## src/rtl/irs_pkg.sv

```systemverilog
package irs_pkg;

    // Symbol layout: level in the top bit, run length minus one below it.
    localparam int SYM_W  = 8;
    localparam int RUN_W  = SYM_W - 1;
    // Configuration field widths (positions fixed by the configuration word).
    localparam int FILT_W = 6;
    localparam int IDLE_W = 8;
    localparam int ACT_W  = 7;

    typedef enum logic {
        ENC_WAIT = 1'b0,
        ENC_RUN  = 1'b1
    } enc_state_e;

endpackage

```

## src/rtl/irs_tick_gen.sv

```systemverilog
module irs_tick_gen #(
    parameter int LO_LOG2 = 6,
    parameter int HI_LOG2 = 7
) (
    input  logic clk,
    input  logic rst_n,
    input  logic en,
    input  logic sel_hi,
    output logic tick
);

    localparam int CNT_W = (HI_LOG2 > LO_LOG2) ? HI_LOG2 : LO_LOG2;
    localparam logic [CNT_W-1:0] LIM_LO = CNT_W'((32'd1 << LO_LOG2) - 32'd1);
    localparam logic [CNT_W-1:0] LIM_HI = CNT_W'((32'd1 << HI_LOG2) - 32'd1);

    typedef struct packed {
        logic [CNT_W-1:0] cnt;
    } div_t;

    div_t div_d, div_q;
    logic [CNT_W-1:0] limit;

    always_comb begin
        div_d = div_q;
        limit = sel_hi ? LIM_HI : LIM_LO;
        tick  = en && (div_q.cnt == limit);
        if (!en) begin
            div_d.cnt = '0;
        end else if (tick) begin
            div_d.cnt = '0;
        end else begin
            div_d.cnt = div_q.cnt + CNT_W'(1);
        end
    end

    always_ff @(posedge clk or negedge rst_n) begin
        if (!rst_n) div_q <= '0;
        else        div_q <= div_d;
    end

endmodule

```

## src/rtl/irs_glitch_filter.sv

```systemverilog
module irs_glitch_filter
    import irs_pkg::*;
(
    input  logic              clk,
    input  logic              rst_n,
    input  logic              en,
    input  logic              tick,
    input  logic              din,
    input  logic [FILT_W-1:0] thr,
    output logic              lvl_o
);

    typedef struct packed {
        logic              lvl;
        logic [FILT_W-1:0] gcnt;
    } flt_t;

    flt_t flt_d, flt_q;

    always_comb begin
        flt_d = flt_q;
        if (!en) begin
            flt_d = '0;
        end else if (tick) begin
            if (din == flt_q.lvl) begin
                flt_d.gcnt = '0;
            end else if (flt_q.gcnt >= thr) begin
                flt_d.lvl  = din;
                flt_d.gcnt = '0;
            end else begin
                flt_d.gcnt = flt_q.gcnt + FILT_W'(1);
            end
        end
        lvl_o = flt_d.lvl;
    end

    always_ff @(posedge clk or negedge rst_n) begin
        if (!rst_n) flt_q <= '0;
        else        flt_q <= flt_d;
    end

endmodule

```

## src/rtl/irs_run_encoder.sv

```systemverilog
module irs_run_encoder
    import irs_pkg::*;
#(
    parameter int IDLE_UNIT_LOG2 = 7,
    parameter int ACT_SCALE_LOG2 = 7
) (
    input  logic              clk,
    input  logic              rst_n,
    input  logic              en,
    input  logic              tick,
    input  logic              lvl,
    input  logic [IDLE_W-1:0] idle_n,
    input  logic [ACT_W-1:0]  act_m1,
    input  logic              act_scale,
    output logic              sym_valid,
    output logic [SYM_W-1:0]  sym_data,
    output logic              pkt_end
);

    localparam int ACT_LEN_W  = ACT_W + 1 + ACT_SCALE_LOG2;
    localparam int IDLE_LEN_W = IDLE_W + 1 + IDLE_UNIT_LOG2;
    localparam int RUN_CW     = RUN_W + 1;
    localparam logic [RUN_CW-1:0] RUN_MAX = RUN_CW'(32'd1 << RUN_W);

    typedef struct packed {
        enc_state_e            state;
        logic [ACT_LEN_W-1:0]  act_cnt;
        logic                  run_lvl;
        logic [RUN_CW-1:0]     run_cnt;
        logic [IDLE_LEN_W-1:0] idle_cnt;
        logic                  sym_v;
        logic [SYM_W-1:0]      sym;
        logic                  end_pend;
        logic                  pkt_end;
    } enc_t;

    enc_t enc_d, enc_q;

    logic [ACT_LEN_W-1:0]  act_base;
    logic [ACT_LEN_W-1:0]  act_len;
    logic [IDLE_LEN_W-1:0] idle_len;
    logic [RUN_W-1:0]      run_field;
    logic                  idle_hit;

    always_comb begin
        act_base  = ACT_LEN_W'(act_m1) + ACT_LEN_W'(1);
        act_len   = act_scale ? (act_base << ACT_SCALE_LOG2) : act_base;
        idle_len  = (IDLE_LEN_W'(idle_n) + IDLE_LEN_W'(1)) << IDLE_UNIT_LOG2;
        run_field = RUN_W'(enc_q.run_cnt - RUN_CW'(1));
        idle_hit  = !lvl && ((enc_q.idle_cnt + IDLE_LEN_W'(1)) == idle_len);

        enc_d          = enc_q;
        enc_d.sym_v    = 1'b0;
        enc_d.end_pend = 1'b0;
        enc_d.pkt_end  = enc_q.end_pend;

        if (!en) begin
            enc_d = '0;
        end else if (tick) begin
            unique case (enc_q.state)
                ENC_WAIT: begin
                    if (lvl) begin
                        if ((enc_q.act_cnt + ACT_LEN_W'(1)) >= act_len) begin
                            enc_d.state    = ENC_RUN;
                            enc_d.act_cnt  = '0;
                            enc_d.run_lvl  = 1'b1;
                            enc_d.run_cnt  = '0;
                            enc_d.idle_cnt = '0;
                        end else begin
                            enc_d.act_cnt = enc_q.act_cnt + ACT_LEN_W'(1);
                        end
                    end else begin
                        enc_d.act_cnt = '0;
                    end
                end
                ENC_RUN: begin
                    if (idle_hit) begin
                        if (enc_q.run_cnt != '0) begin
                            enc_d.sym_v = 1'b1;
                            enc_d.sym   = {enc_q.run_lvl, run_field};
                        end
                        enc_d.end_pend = 1'b1;
                        enc_d.state    = ENC_WAIT;
                        enc_d.act_cnt  = '0;
                        enc_d.run_lvl  = 1'b0;
                        enc_d.run_cnt  = '0;
                        enc_d.idle_cnt = '0;
                    end else begin
                        enc_d.idle_cnt = lvl ? '0 : (enc_q.idle_cnt + IDLE_LEN_W'(1));
                        if (lvl == enc_q.run_lvl) begin
                            if (enc_q.run_cnt == RUN_MAX) begin
                                enc_d.sym_v   = 1'b1;
                                enc_d.sym     = {enc_q.run_lvl, run_field};
                                enc_d.run_cnt = RUN_CW'(1);
                            end else begin
                                enc_d.run_cnt = enc_q.run_cnt + RUN_CW'(1);
                            end
                        end else begin
                            if (enc_q.run_cnt != '0) begin
                                enc_d.sym_v = 1'b1;
                                enc_d.sym   = {enc_q.run_lvl, run_field};
                            end
                            enc_d.run_lvl = lvl;
                            enc_d.run_cnt = RUN_CW'(1);
                        end
                    end
                end
                default: enc_d = '0;
            endcase
        end
    end

    always_ff @(posedge clk or negedge rst_n) begin
        if (!rst_n) enc_q <= '0;
        else        enc_q <= enc_d;
    end

    assign sym_valid = enc_q.sym_v;
    assign sym_data  = enc_q.sym;
    assign pkt_end   = enc_q.pkt_end;

endmodule

```

## src/rtl/ir_run_sampler.sv

```systemverilog
module ir_run_sampler
    import irs_pkg::*;
#(
    parameter int DIV_LO_LOG2    = 6,
    parameter int DIV_HI_LOG2    = 7,
    parameter int IDLE_UNIT_LOG2 = 7,
    parameter int ACT_SCALE_LOG2 = 7
) (
    input  logic             clk,
    input  logic             rst_n,
    input  logic [5:0]       ctl_word,
    input  logic             rx_invert,
    input  logic [23:0]      smp_cfg,
    input  logic             ir_in,
    output logic             sym_valid,
    output logic [SYM_W-1:0] sym_data,
    output logic             pkt_end
);

    localparam logic [1:0] MODE_RUNLEN = 2'b11;

    logic run_en;
    logic tick;
    logic line_lvl;
    logic flt_lvl;

    assign run_en   = ctl_word[0] && ctl_word[1] && (ctl_word[5:4] == MODE_RUNLEN);
    assign line_lvl = ir_in ^ rx_invert;

    irs_tick_gen #(
        .LO_LOG2 (DIV_LO_LOG2),
        .HI_LOG2 (DIV_HI_LOG2)
    ) u_tick (
        .clk    (clk),
        .rst_n  (rst_n),
        .en     (run_en),
        .sel_hi (smp_cfg[0]),
        .tick   (tick)
    );

    irs_glitch_filter u_filt (
        .clk   (clk),
        .rst_n (rst_n),
        .en    (run_en),
        .tick  (tick),
        .din   (line_lvl),
        .thr   (smp_cfg[7:2]),
        .lvl_o (flt_lvl)
    );

    irs_run_encoder #(
        .IDLE_UNIT_LOG2 (IDLE_UNIT_LOG2),
        .ACT_SCALE_LOG2 (ACT_SCALE_LOG2)
    ) u_enc (
        .clk       (clk),
        .rst_n     (rst_n),
        .en        (run_en),
        .tick      (tick),
        .lvl       (flt_lvl),
        .idle_n    (smp_cfg[15:8]),
        .act_m1    (smp_cfg[22:16]),
        .act_scale (smp_cfg[23]),
        .sym_valid (sym_valid),
        .sym_data  (sym_data),
        .pkt_end   (pkt_end)
    );

endmodule

```

## config.mk

```make
export PLATFORM = sky130hd
export DESIGN_NAME = ir_run_sampler
export DESIGN_NICKNAME = d
export VERILOG_FILES = /design/src/rtl/irs_pkg.sv /design/src/rtl/irs_tick_gen.sv /design/src/rtl/irs_glitch_filter.sv /design/src/rtl/irs_run_encoder.sv /design/src/rtl/ir_run_sampler.sv
export SDC_FILE = /design/constraint.sdc
export NUM_CORES = 1
export LEC_CHECK = 0
export BUFFER_PORTS_ARGS = -buffer_cell sky130_fd_sc_hd__buf_2
export CAP_MARGIN = 15
export CORE_ASPECT_RATIO = 1.1
export CORE_MARGIN = 3
export CORE_UTILIZATION = 31
export DETAILED_ROUTE_END_ITERATION = 10
export SLEW_MARGIN = 20
export SYNTH_ARGS = -nofsm -noshare
export SYNTH_HDL_FRONTEND = slang
export SYNTH_HIERARCHICAL = 1
export SYNTH_SLANG_ARGS = --single-unit
```

## constraint.sdc

```tcl
create_clock -name clk -period 4.75 [get_ports clk]
set_input_delay 0.475 -clock clk [delete_from_list [all_inputs] [get_ports clk]]
set_output_delay 0.475 -clock clk [all_outputs]
set_load 0.01 [all_outputs]
```

==> After elaboration in Yosys (flattened, before gate mapping) <==
Cells that the tools add are included.
{ "classes": {"n_reduce_logical": 10, "n_eq_ne": 13, "magnitude_cmp": 2, "n_mux": 30, "n_addsub": 8, "n_bitwise": 2} }
{ "ops": {"columns": ["cell", "n"], "rows": [
  ["52-bit two-way mux", 2],
  ["41-bit case mux with 2 select lines", 1],
  ["25-bit two-way mux", 2],
  ["15-bit two-way mux", 3],
  ["7-bit two-way mux", 5],
  ["34-bit two-way mux", 1],
  ["16-bit two-way mux", 2],
  ["9-bit two-way mux", 3],
  ["16-bit by 1-bit adder with 16-bit output (second input constant)", 1],
  ["16-bit == test", 1],
  ["8-bit two-way mux", 2],
  ["15-bit by 1-bit adder with 15-bit output (second input constant)", 1],
  ["15-bit >= comparator", 1],
  ["6-bit two-way mux", 2],
  ["10-bit two-way mux", 1],
  ["8-bit by 1-bit adder with 9-bit output (second input constant)", 1],
  ["3-bit != test (second input constant)", 3],
  ["7-bit by 1-bit adder with 8-bit output (second input constant)", 1],
  ["8-bit by 1-bit adder with 8-bit output (second input constant)", 1],
  ["8-bit == test (second input constant)", 1],
  ["4-bit != test (second input constant)", 2],
  ["8-bit nonzero test", 1],
  ["7-bit by 1-bit adder with 7-bit output (second input constant)", 1],
  ["7-bit == test", 1],
  ["other kinds (14)", 25]
]} }
{ "totals": {"ff_bits": 66, "in_bits": 34} }

==> Depth between registers and ports, before layout <==
{ "logic_depth": {"word_depth": 11, "depth_mapped": 18} }

==> Cells and area by module <==
Netlist, hierarchy kept.
{ "modules_own_cells": {"columns": ["mod", "n_inst", "area_per_inst_um2", "cells_per_inst"], "rows": [
  ["irs_run_encoder", 1, 4184.0, 515],
  ["irs_glitch_filter", 1, 521.8, 59],
  ["irs_tick_gen", 1, 354.1, 33],
  ["ir_run_sampler", 1, 17.5, 2]
]} }

==> Worst setup path before layout <==
OpenSTA, ideal clock, no wires.
{ "synth_timing": {"path_type": "flip-flop to flip-flop", "start": "register u_enc/enc_q[36] (netlist name)", "end": "register u_enc/enc_q[45] (netlist name)", "setup_slack_ns": 1.340, "path_buffers": 1, "synth_period_minus_slack_ns": 3.410, "setup_ns": 0.076, "required_time_ns": 4.674, "stages_incl_launch_ff": 19, "arrival_time_ns": 3.334, "cell_sequence": "dfrtp_1 > ha_1 > and3_1 > and3_1 > nand3_1 > inv_1 > nand3_1 > nor2_1 > xor2_1 > ha_1 > a21oi_1 > nor2b_1 > o21ai_0 > o211ai_1 > nand2b_1 > nor4_1 > clkbuf_1 > o21ai_0 > o21ai_1"} }
{ "synth_via": {"elab_chain_len": 7} }
{ "synth_lines": {"columns": ["item", "line", "rtl"], "rows": [
  ["from (decl)", "irs_run_encoder.sv:37", "enc_t enc_d, enc_q;"],
  ["from (signal assigned)", "irs_run_encoder.sv:115", "else enc_q <= enc_d;"],
  ["15-bit by 1-bit adder with 15-bit output (*)", "irs_run_encoder.sv:63, irs_run_encoder.sv:70", null],
  ["15-bit >= comparator", "irs_run_encoder.sv:63", "if ((enc_q.act_cnt + ACT_LEN_W'(1)) >= act_len) begin"],
  ["15-bit two-way mux (*)", "irs_run_encoder.sv:63", null],
  ["15-bit two-way mux (*)", "irs_run_encoder.sv:62", "if (lvl) begin"],
  ["41-bit case mux with 2 select lines (*)", "irs_run_encoder.sv:60", "unique case (enc_q.state)"],
  ["52-bit two-way mux (*)", "irs_run_encoder.sv:59", "end else if (tick) begin"],
  ["52-bit two-way mux (*)", "irs_run_encoder.sv:57", "if (!en) begin"]
]} }
Every way passes the cells marked *; elsewhere a longest branch is shown, timed or not. The select of a mux whose other input is x is not followed.
A chain may end at the register's enable or synchronous reset.

==> Worst setup path in the final report <==
{ "layout_timing": {"start": "register u_enc/enc_q[36] (netlist name)", "end": "register u_enc/enc_q[25] (netlist name)"} }
{ "layout_via": {"elab_chain_len": 4} }
{ "layout_lines": {"columns": ["item", "line"], "rows": [
  ["15-bit by 1-bit adder with 15-bit output", "irs_run_encoder.sv:63"],
  ["15-bit >= comparator", "irs_run_encoder.sv:63"],
  ["3-bit != test (no line)", null],
  ["3-bit AND reduction (no line)", null]
]} }
No other way between the ends.

==> qor.csv <==
stage,metric,value,unit
routing,Final ANT Viol Nets,0,
synthesis,yosys warns,6,
grt,via count of the first global-routing pass,4019,
cts,clock tree buffer depth,2,
critical_path,startpoint-to-endpoint class of the critical path,flop to flop,
power_and_ir_drop,post-layout power,1.39,mW
power_and_ir_drop,areal power density over the cells,243,nW/um^2
cts,Worst-Skew Late Latency,0.33,ns
grt,number of antenna violations at the first check in global routing,0,
floorplanning,die area,18000,um^2
grt,first-pass GRT wire length,19.9,mm
routing,number of design rule violations left after detail routing,0,
synthesis,mapped cell area,5080,um^2
floorplanning,starting utilization of the core area,32.0,%
routing,average wire per cell in the routed design,14.0,um
timing,worst-case clock skew,0.00568,ns
timing,worst relative slew slack,41.6,%
timing,share of the clock period used by the worst path after layout,83.2,%
power_and_ir_drop,static leakage,2.58,nW
final_layout,net total in the final layout,692,
run,number of max-capacitance violations reported,0,
critical_path,length in cells of the worst reg-to-reg path,16,
run_status,run status,"complete, no violations",
placement,number of buffers inserted by port buffering,40,
critical_path,endpoint of the most critical register-to-register path,u_enc/enc_q[25]$_DFFE_PN0P_,
final_layout,fraction of layout instances using a drive strength above 1,13.3,%
synthesis,sequential cell area fraction in the yosys report,32.5,%
timing,upper clock frequency limit,253,MHz
critical_path,required time of the critical path,4.99,ns
power_and_ir_drop,VDD IR-drop max,0.144,mV
synthesis,synthesized instance count,609,
hold_path,Hold/Removal Path Class,input pin to asynchronous set/reset pin,
cts,cts bufs inserted,9,
timing,"Worst Setup Slack, final",0.799,ns
floorplanning,die outline height,140,um
placement,Final GP Congestion,0.819,
critical_path,Arrival @ worst endpoint,4.19,ns
cts,clock transition at the register clock pins on the worst setup and hold paths after CTS,0.06,ns
cts,clock tree from TritonCTS,done,
routing,sum of routed wire length over all layers,11.6,mm
timing,setup repair after global routing missed its margin,no,
synthesis,share of synthesized registers carrying an async set or reset,100,%
floorplanning,placeable core region,15900,um^2
cts,post-cts repair resize count,0,
critical_path,FF-to-FF setup slack,0.80,ns
timing,max-slew violation total from the final report,0,
timing,final count of negative-setup-slack endpoints,0,
routing,post-DR vias/cell,5.19,
cts,number of post-CTS setup repair buffers,0,
cts,htree depth,3,
final_layout,layout overhead on the synthesized area,12.7,%
final_layout,post-route cell area,5720,um^2
floorplanning,Die X,128,um
cts,Root Buffer,sky130_fd_sc_hd__clkbuf_16,
cts,cts hold-fix bufs,0,
synthesis,Unique masters post-synth,71,
synthesis,dominant register cell in the synthesized netlist,sky130_fd_sc_hd__dfrtp_1,
floorplanning,Core Rows,48,
critical_path,critical-path maximum fanout,11,
routing,iteration count of the initial detailed-routing pass,5,
cts,total clock sinks,66,
routing,count of routing violations after the opening detailed-route iteration,278,
routing,Vias,4325,
timing,final critical delay including setup and external delays,3.95,ns
grt,pin count of the biggest net entering global routing,47,
placement,Area after DPL,5400,um^2
timing,final setup TNS,0,ns
grt,combined global-route utilization of all metal layers,13.2,%
synthesis,Mapped Avg Cell Area,8.34,um^2
timing,Least-Margin Pin Slew,0.864,ns
floorplanning,I/O pin count,44,
synthesis,number of register bits inferred by synthesis,66,
synthesis,net count of the mapped netlist,673,
timing,number of hold violations in the final report,0,
final_layout,number of antenna diodes,0,
critical_path,worst reg2reg startpoint,u_enc/enc_q[36]$_DFFE_PN0P_,
placement,pre-CTS worst setup slack,0.821,ns
placement,DP HPWL,8.39,mm
synthesis,number of flops mapped to enable cells by yosys,0,
critical_path,endpoint class of the critical path,flop,
critical_path,Worst setup SP type,flop,
grt,total grt overflow,0,
[logic make-up after synthesis]
family	Yosys count	synth area share [%]
mux	5	1.03
flops	66	32.5
compound gates	146	20.0
simple gates	253	25.0
xor+xnor	48	8.58
buf+inv	61	5.47
fa+ha+maj	30	7.39
[layer usage]
metal / GRT usage (%) / vias up / wire length [um]
met4: 2.07 / 0 / 51
met3: 3.24 / 4 / 480
met5: 0 / - / 0
met2: 21.1 / 73 / 5270
li1: - / 2234 / -
met1: 18.5 / 2014 / 5830
[power by group]
part,internal [mW],total (mW),switching (mW)
sequential,0.562,0.563,0.000242
clock,0.465,0.738,0.273
combinational,0.0362,0.0897,0.0535
[critical path: stages, from the launching register on]
cell and delay [ns]:
sky130_fd_sc_hd__dfrtp_1 0.45, sky130_fd_sc_hd__ha_1 0.22, sky130_fd_sc_hd__and3_1 0.23, sky130_fd_sc_hd__and3_1 0.20, sky130_fd_sc_hd__nand3_1 0.14, sky130_fd_sc_hd__inv_1 0.13, sky130_fd_sc_hd__nand3_1 0.16, sky130_fd_sc_hd__nor2_1 0.16
sky130_fd_sc_hd__xor2_1 0.23, sky130_fd_sc_hd__ha_1 0.28, sky130_fd_sc_hd__a21oi_1 0.15, sky130_fd_sc_hd__nor2b_1 0.06, sky130_fd_sc_hd__o21ai_0 0.13, sky130_fd_sc_hd__o211ai_1 0.16, sky130_fd_sc_hd__o21bai_1 0.33, sky130_fd_sc_hd__nand3_1 0.47
sky130_fd_sc_hd__a31oi_1 0.34
[cell type report]
| class | instances | area, um^2 |
|---|---|---|
| multi-input combinational | 482 | 3150 |
| sequential | 66 | 1650 |
| clock buffer | 9 | 225 |
| timing repair buffer | 48 | 260 |
| tap | 200 | 250 |
| clock inverter | 7 | 100 |
| fill | 1669 | 10100 |
| inverter | 21 | 78.8 |
[synth_stat cells, types with 11 or more instances]
| cell type | instances | area, um^2 |
|---|---|---|
| sky130_fd_sc_hd__nand2_1 | 73 | 274 |
| sky130_fd_sc_hd__dfrtp_1 | 66 | 1650 |
| sky130_fd_sc_hd__nor2_1 | 43 | 161 |
| sky130_fd_sc_hd__nand3_1 | 41 | 205 |
| sky130_fd_sc_hd__o21ai_0 | 32 | 160 |
| sky130_fd_sc_hd__ha_1 | 30 | 375 |
| sky130_fd_sc_hd__xnor2_1 | 28 | 245 |
| sky130_fd_sc_hd__a21oi_1 | 23 | 115 |
| sky130_fd_sc_hd__clkbuf_1 | 21 | 78.8 |
| sky130_fd_sc_hd__inv_1 | 21 | 78.8 |
| sky130_fd_sc_hd__xor2_1 | 19 | 166 |
| sky130_fd_sc_hd__nor3_1 | 16 | 80.1 |
| sky130_fd_sc_hd__a31oi_1 | 13 | 81.3 |
| sky130_fd_sc_hd__and3_1 | 11 | 68.8 |
[worst max-delay path by stage]
stage,from,to,depth (start not counted)
after floorplan,u_enc/enc_q[36]$_DFFE_PN0P_,u_enc/enc_q[45]$_DFFE_PN0P_,18
after global placement,u_enc/enc_q[36]$_DFFE_PN0P_,u_enc/enc_q[25]$_DFFE_PN0P_,16
after detailed placement,u_enc/enc_q[36]$_DFFE_PN0P_,u_enc/enc_q[13]$_DFFE_PN0P_,16
after CTS,u_enc/enc_q[36]$_DFFE_PN0P_,u_enc/enc_q[25]$_DFFE_PN0P_,16
after global routing,u_enc/enc_q[36]$_DFFE_PN0P_,u_enc/enc_q[24]$_DFFE_PN0P_,16
final,u_enc/enc_q[36]$_DFFE_PN0P_,u_enc/enc_q[25]$_DFFE_PN0P_,16
[state kept, by name (all words and copies together), names as in the netlist]
signal and count:
u_enc/enc_q 42, u_enc/pkt_end 1, u_tick/div_q 7, u_filt/flt_q 7, u_enc/sym_valid 1, u_enc/sym_data 8
[layout by cell type (no fill, tap or decap), types with 4 or more instances in the layout]
| master | n |
|---|---|
| sky130_fd_sc_hd__nand2_1 | 73 |
| sky130_fd_sc_hd__nor3_1 | 16 |
| sky130_fd_sc_hd__a22o_1 | 5 |
| sky130_fd_sc_hd__a221o_1 | 5 |
| sky130_fd_sc_hd__or2_2 | 4 |
| sky130_fd_sc_hd__ha_1 | 30 |
| sky130_fd_sc_hd__o22ai_1 | 4 |
| sky130_fd_sc_hd__xnor2_1 | 28 |
| sky130_fd_sc_hd__nand3_1 | 41 |
| sky130_fd_sc_hd__o21a_1 | 5 |
| sky130_fd_sc_hd__o21ai_0 | 32 |
| sky130_fd_sc_hd__a31oi_1 | 13 |
| sky130_fd_sc_hd__a21oi_1 | 23 |
| sky130_fd_sc_hd__nor2_1 | 43 |
| sky130_fd_sc_hd__nand2b_1 | 10 |
| sky130_fd_sc_hd__inv_1 | 21 |
| sky130_fd_sc_hd__a21o_1 | 6 |
| sky130_fd_sc_hd__o2bb2ai_1 | 5 |
| sky130_fd_sc_hd__and3_1 | 11 |
| sky130_fd_sc_hd__dfrtp_1 | 66 |
| sky130_fd_sc_hd__buf_4 | 8 |
| sky130_fd_sc_hd__and2_1 | 10 |
| sky130_fd_sc_hd__xor2_1 | 19 |
| sky130_fd_sc_hd__clkbuf_16 | 9 |
| sky130_fd_sc_hd__o21ai_1 | 7 |
| sky130_fd_sc_hd__nor2b_1 | 6 |
| sky130_fd_sc_hd__nand4_1 | 10 |
| sky130_fd_sc_hd__o211ai_1 | 4 |
| sky130_fd_sc_hd__buf_2 | 40 |
| sky130_fd_sc_hd__nor4_1 | 7 |
[stage by stage]
step	std cells	hold WS [ns]	util, %
5_1_grt	833	0.140	36.1
4_1_cts	833	0.128	36.1
3_3_place_gp	817	0.440	34.0
3_5_place_dp	817	0.449	34.0
6_report	833	0.112	36.1
2_1_floorplan	609	0.179	-
Note: power is estimated with default switching activity, not from simulation.
